### config.mk
export PLATFORM = sky130hd
export DESIGN_NAME = bus_wait_ctl
export DESIGN_NICKNAME = d
export VERILOG_FILES = /design/src/rtl/wsc_pkg.sv /design/src/rtl/wsc_cfg_regs.sv /design/src/rtl/wsc_len_calc.sv /design/src/rtl/wsc_seq.sv /design/src/rtl/bus_wait_ctl.sv
export SDC_FILE = /design/constraint.sdc
export NUM_CORES = 1
export LEC_CHECK = 0
export CAP_MARGIN = 20
export CORE_AREA = 2 2 46 52
export DETAILED_ROUTE_END_ITERATION = 8
export DIE_AREA = 0 0 48 54
export DONT_BUFFER_PORTS = 1
export GPL_ROUTABILITY_DRIVEN = 0
export HOLD_SLACK_MARGIN = 0.05
export PLACE_DENSITY = 0.73
export RECOVER_POWER = 50
export SYNTH_ARGS = -nofsm -noshare
export SYNTH_HDL_FRONTEND = slang
export SYNTH_SLANG_ARGS = --single-unit
### constraint.sdc
create_clock -name clk -period 5.1 [get_ports clk]
set_clock_uncertainty 0.2 [all_clocks]
set_input_delay 0.51 -clock clk [delete_from_list [all_inputs] [get_ports clk]]
set_output_delay 0.51 -clock clk [all_outputs]
set_load 0.05 [all_outputs]
### src/rtl/wsc_pkg.sv
package wsc_pkg;
   typedef enum logic [2:0] {
      PH_IDLE = 3'd0,
      PH_ONE  = 3'd1,
      PH_TWO  = 3'd2,
      PH_WAIT = 3'd3,
      PH_END  = 3'd4
   } phase_e;
endpackage

### src/rtl/wsc_cfg_regs.sv
module wsc_cfg_regs #(
   parameter int NREG    = 8,
   parameter int CNT_W   = 2,
   parameter bit RST_TYP = 1'b1,
   parameter bit RST_WEN = 1'b1,
   parameter int RST_CNT = 3
) (
   input  logic             clk,
   input  logic             rst_n,
   input  logic             type_we,
   input  logic [NREG-1:0]  type_d,
   input  logic             wen_we,
   input  logic [NREG-1:0]  wen_d,
   input  logic             cnt_we,
   input  logic [CNT_W-1:0] cnt_d,
   output logic [NREG-1:0]  type_q,
   output logic [NREG-1:0]  wen_q,
   output logic [CNT_W-1:0] cnt_q
);
   localparam logic [CNT_W-1:0] CNT_INIT = CNT_W'(RST_CNT);

   for (genvar k = 0; k < NREG; k++) begin : g_region
      always_ff @(posedge clk or negedge rst_n) begin
         if (!rst_n) begin
            type_q[k] <= RST_TYP;
            wen_q[k]  <= RST_WEN;
         end else begin
            if (type_we) type_q[k] <= type_d[k];
            if (wen_we)  wen_q[k]  <= wen_d[k];
         end
      end
   end

   always_ff @(posedge clk or negedge rst_n) begin
      if (!rst_n)      cnt_q <= CNT_INIT;
      else if (cnt_we) cnt_q <= cnt_d;
   end
endmodule

### src/rtl/wsc_len_calc.sv
module wsc_len_calc #(
   parameter int ADDR_W      = 24,
   parameter int REGION_BITS = 3,
   parameter int CNT_W       = 2
) (
   input  logic [ADDR_W-1:0]          addr,
   input  logic [(1<<REGION_BITS)-1:0] type_q,
   input  logic [(1<<REGION_BITS)-1:0] wen_q,
   input  logic [CNT_W-1:0]           cnt_q,
   output logic                       long_acc,
   output logic [CNT_W-1:0]           waits
);
   logic [REGION_BITS-1:0] region;

   assign region   = addr[ADDR_W-1 -: REGION_BITS];
   assign long_acc = type_q[region];

   always_comb begin
      if (long_acc && wen_q[region]) waits = cnt_q;
      else                           waits = '0;
   end
endmodule

### src/rtl/wsc_seq.sv
module wsc_seq
   import wsc_pkg::*;
#(
   parameter int CNT_W = 2
) (
   input  logic             clk,
   input  logic             rst_n,
   input  logic             req,
   input  logic             long_in,
   input  logic [CNT_W-1:0] waits_in,
   output logic             busy,
   output logic             ph1,
   output logic             ph2,
   output logic             phw,
   output logic             ph3,
   output logic             done
);
   localparam logic [CNT_W-1:0] ONE_LEFT = CNT_W'(1);

   phase_e           ph_q;
   logic             long_q;
   logic [CNT_W-1:0] left_q;
   logic             take;

   assign done = (ph_q == PH_END) || ((ph_q == PH_TWO) && !long_q);
   assign take = req && ((ph_q == PH_IDLE) || done);

   always_ff @(posedge clk or negedge rst_n) begin
      if (!rst_n) begin
         ph_q   <= PH_IDLE;
         long_q <= 1'b0;
         left_q <= '0;
      end else if (take) begin
         ph_q   <= PH_ONE;
         long_q <= long_in;
         left_q <= waits_in;
      end else begin
         unique case (ph_q)
            PH_ONE:  ph_q <= PH_TWO;
            PH_TWO: begin
               if (!long_q)          ph_q <= PH_IDLE;
               else if (left_q != 0) ph_q <= PH_WAIT;
               else                  ph_q <= PH_END;
            end
            PH_WAIT: begin
               left_q <= left_q - ONE_LEFT;
               if (left_q == ONE_LEFT) ph_q <= PH_END;
            end
            PH_END:  ph_q <= PH_IDLE;
            default: ph_q <= PH_IDLE;
         endcase
      end
   end

   assign busy = (ph_q != PH_IDLE);
   assign ph1  = (ph_q == PH_ONE);
   assign ph2  = (ph_q == PH_TWO);
   assign phw  = (ph_q == PH_WAIT);
   assign ph3  = (ph_q == PH_END);
endmodule

### src/rtl/bus_wait_ctl.sv
module bus_wait_ctl #(
   parameter int ADDR_W      = 24,
   parameter int REGION_BITS = 3,
   parameter int CNT_W       = 2,
   parameter bit RST_TYP     = 1'b1,
   parameter bit RST_WEN     = 1'b1,
   parameter int RST_CNT     = 3
) (
   input  logic                        clk,
   input  logic                        rst_n,
   input  logic                        req_i,
   input  logic [ADDR_W-1:0]           addr_i,
   input  logic                        type_we_i,
   input  logic [(1<<REGION_BITS)-1:0] type_i,
   input  logic                        wen_we_i,
   input  logic [(1<<REGION_BITS)-1:0] wen_i,
   input  logic                        cnt_we_i,
   input  logic [CNT_W-1:0]            cnt_i,
   output logic                        busy_o,
   output logic                        ph1_o,
   output logic                        ph2_o,
   output logic                        phw_o,
   output logic                        ph3_o,
   output logic                        done_o
);
   localparam int NREG = 1 << REGION_BITS;

   if (REGION_BITS < 1 || REGION_BITS > ADDR_W) begin : g_bad_regions
      $error("bus_wait_ctl: REGION_BITS must lie in 1..ADDR_W");
   end
   if (CNT_W < 1 || RST_CNT < 0 || RST_CNT >= (1 << CNT_W)) begin : g_bad_count
      $error("bus_wait_ctl: RST_CNT must fit in CNT_W bits");
   end

   logic [NREG-1:0]  type_q;
   logic [NREG-1:0]  wen_q;
   logic [CNT_W-1:0] cnt_q;
   logic             long_acc;
   logic [CNT_W-1:0] waits;

   wsc_cfg_regs #(
      .NREG(NREG), .CNT_W(CNT_W),
      .RST_TYP(RST_TYP), .RST_WEN(RST_WEN), .RST_CNT(RST_CNT)
   ) u_cfg (
      .clk(clk), .rst_n(rst_n),
      .type_we(type_we_i), .type_d(type_i),
      .wen_we(wen_we_i), .wen_d(wen_i),
      .cnt_we(cnt_we_i), .cnt_d(cnt_i),
      .type_q(type_q), .wen_q(wen_q), .cnt_q(cnt_q)
   );

   wsc_len_calc #(
      .ADDR_W(ADDR_W), .REGION_BITS(REGION_BITS), .CNT_W(CNT_W)
   ) u_len (
      .addr(addr_i), .type_q(type_q), .wen_q(wen_q), .cnt_q(cnt_q),
      .long_acc(long_acc), .waits(waits)
   );

   wsc_seq #(.CNT_W(CNT_W)) u_seq (
      .clk(clk), .rst_n(rst_n), .req(req_i),
      .long_in(long_acc), .waits_in(waits),
      .busy(busy_o), .ph1(ph1_o), .ph2(ph2_o), .phw(phw_o),
      .ph3(ph3_o), .done(done_o)
   );
endmodule

==> metrics <==
r2r setup slk 3190 ps; CP required 4390 ps; placed insts 111; storage element area 623 um2; first-pass GRT wire length 2860 um; Hold Violations, Final 0; Startpoint Class flip-flop; vias per inst 5.88; Rows 18; hold crit path type primary input to flip-flop; Max-Cap Viols 0; drt pass-1 iters 4; FF-to-FF Start u_seq.ph_q[0]$_DFFE_PN0P_; DRC viols 0; CTS Hold Bufs 1; part of the Yosys area used for sequential elements 0.528; CTS root buffer clkbuf_4; hold wc startpoint type_i[4]; Max clock buf depth 2; Final Cell Area 1280 um2; PwrDens 488 nW/um2; Synthesis Warnings 0; period utilisation layout 0.573; post-route ant nets 0; initial core utilization 0.552; die width 48 um; maximum vdd drop 304 uV; synthesized area 1180 um2; top post-synthesis cells by area dfstp_2, mux2_2, dfrtp_1, mux4_1, ha_1; RSZ-0062 raised after global routing no; Sinks on Clock Net 24; synth cell count leaders mux2_2, dfstp_2, dfrtp_1; Layout Cells excl Fill 117; Filler Cells Inserted 167; initial DRC count 6; Distinct cells, synth 25; cell taking the most area after synthesis dfstp_2; gr usage total 0.163; clk_lat worst skew 330 ps; Reg2Reg Depth 4; Slew Limit Headroom 0.332; ys async rst share 1.00; WL final 1930 um; DP Area 1210 um2; fin util 0.598; Cells after Synth 85; Total Power 0.625 mW; I/O pin cnt 54; most frequent cell after synthesis mux2_2; Slew @ Worst Pin 1000 ps; Max Fclk 342 MHz; Endpoint, Worst Hold u_cfg.type_q[4]$_DFFE_PN1P_; Placement Setup Slack 2540 ps; Post-synth top flop dfstp_2; Final TNS setup 0 ps; number of synthesized flops with an enable pin 0; multi-input logic area 542 um2; Worst Path Max Fanout 7; Setup Buffers After CTS 0; Post-DP HPWL 1460 um; Critical Path AT 2210 ps; Worst R2R End u_seq.left_q[0]$_DFFE_PN0P_; grt total ovfl 0; post-synthesis net count 135; Yosys reg bits 24; vias in the first global route 666; clock slew at the register clock pins of the worst setup and hold paths 130 ps; P_leak 0.525 nW; port buffer count 0; Nets 138; area grow syn2layout 8.37%; Core ar. 2140 um2; die height 54 um; Critical Path End Type output pin; Slew Viols, Final 0; DR vias 688; Synth top area share 0.400; setup slack after layout 2180 ps; initial antenna violation count 0; synthesized area per cell 13.9 um2; diode count 0; hold path depth 1; crit path kind flip-flop to output pin; H-tree lvl count 1; routed len/inst 16.5 um; Die ar. 2590 um2; outcome finished clean; TritonCTS Buffers 3; Hold Slack 124 ps; min Tclk post-route 2920 ps; share of cells above drive strength 1 0.425; post_cts resized 0; CTS tree yes; setup violators final 0; pin count of the biggest net entering global routing 25
## cells by family after synthesis
| kind of cell | share of synthesized area |
|---|---|
| mux | 0.279 |
| flops | 0.528 |
| simple gates | 0.0900 |
| compound gates | 0.0604 |
| buf+inv | 0.0222 |
| fa+ha+maj | 0.0212 |
## layer usage
layer  up-vias  track usage  share of wire  routed length (um)
met4         0       0.0946          0.025                  48
met5         -            0              0                   0
li1        315            -              -                   -
met1       353        0.177           0.39                 757
met2        15        0.289           0.54                1050
met3         5       0.0268          0.038                  73
## power by group
group	internal (mW)	switching [mW]	leakage (nW)
combinational	0.0775	0.139	0.235
clock	0.0796	0.0584	0.0279
sequential	0.234	0.0369	0.262
## area by class of cell
class / instances / area share
sequential: 24 / 0.487
multi-input combinational: 54 / 0.423
tap: 30 / 0.0293
clock inverter: 1 / 0.0235
clock buffer: 3 / 0.0176
timing repair buffer: 2 / 0.0108
inverter: 3 / 0.00880
## worst max-delay path, cell delays in order (launching register included)
cell and delay [ps]:
dfrtp_1 460, nand2b_1 200, nor2_1 720, a21o_1 500
## worst max path at each step
stage / to / cells after the start / slack, ps / start
after floorplan: done_o / 3 / 2180 / u_seq.ph_q[0]$_DFFE_PN0P_
after global placement: done_o / 3 / 2550 / u_seq.ph_q[2]$_DFFE_PN0P_
after detailed placement: done_o / 3 / 2540 / u_seq.ph_q[2]$_DFFE_PN0P_
after CTS: done_o / 3 / 2180 / u_seq.ph_q[2]$_DFFE_PN0P_
after global routing: done_o / 3 / 2140 / u_seq.ph_q[2]$_DFFE_PN0P_
final: done_o / 3 / 2180 / u_seq.ph_q[2]$_DFFE_PN0P_
## placed cells by master, fill, tap and decap left out
cell,count
a21o_1,2
a21oi_1,2
a31o_1,2
and3_1,1
and3b_1,1
bufinv_16,1
clkbuf_1,1
clkbuf_4,3
dfrtp_1,6
dfstp_1,6
dfstp_2,12
dlygate4sd3_1,1
ha_1,2
inv_1,3
mux2_2,19
mux2i_1,1
mux4_1,4
nand2_1,4
nand2b_1,2
nand3b_1,1
nand4b_1,1
nor2_1,3
nor3b_2,2
nor4b_1,1
o211a_1,1
o21ai_0,2
o31a_1,1
or2_0,1
or3_1,1
## registers in the layout, indices dropped and copies added, names as in the netlist
signal and cells:
u_cfg.cnt_q 2, u_cfg.type_q 8, u_cfg.wen_q 8, u_seq.left_q 2, u_seq.long_q 1, u_seq.ph_q 3
Power figures use the tool's default switching activity.
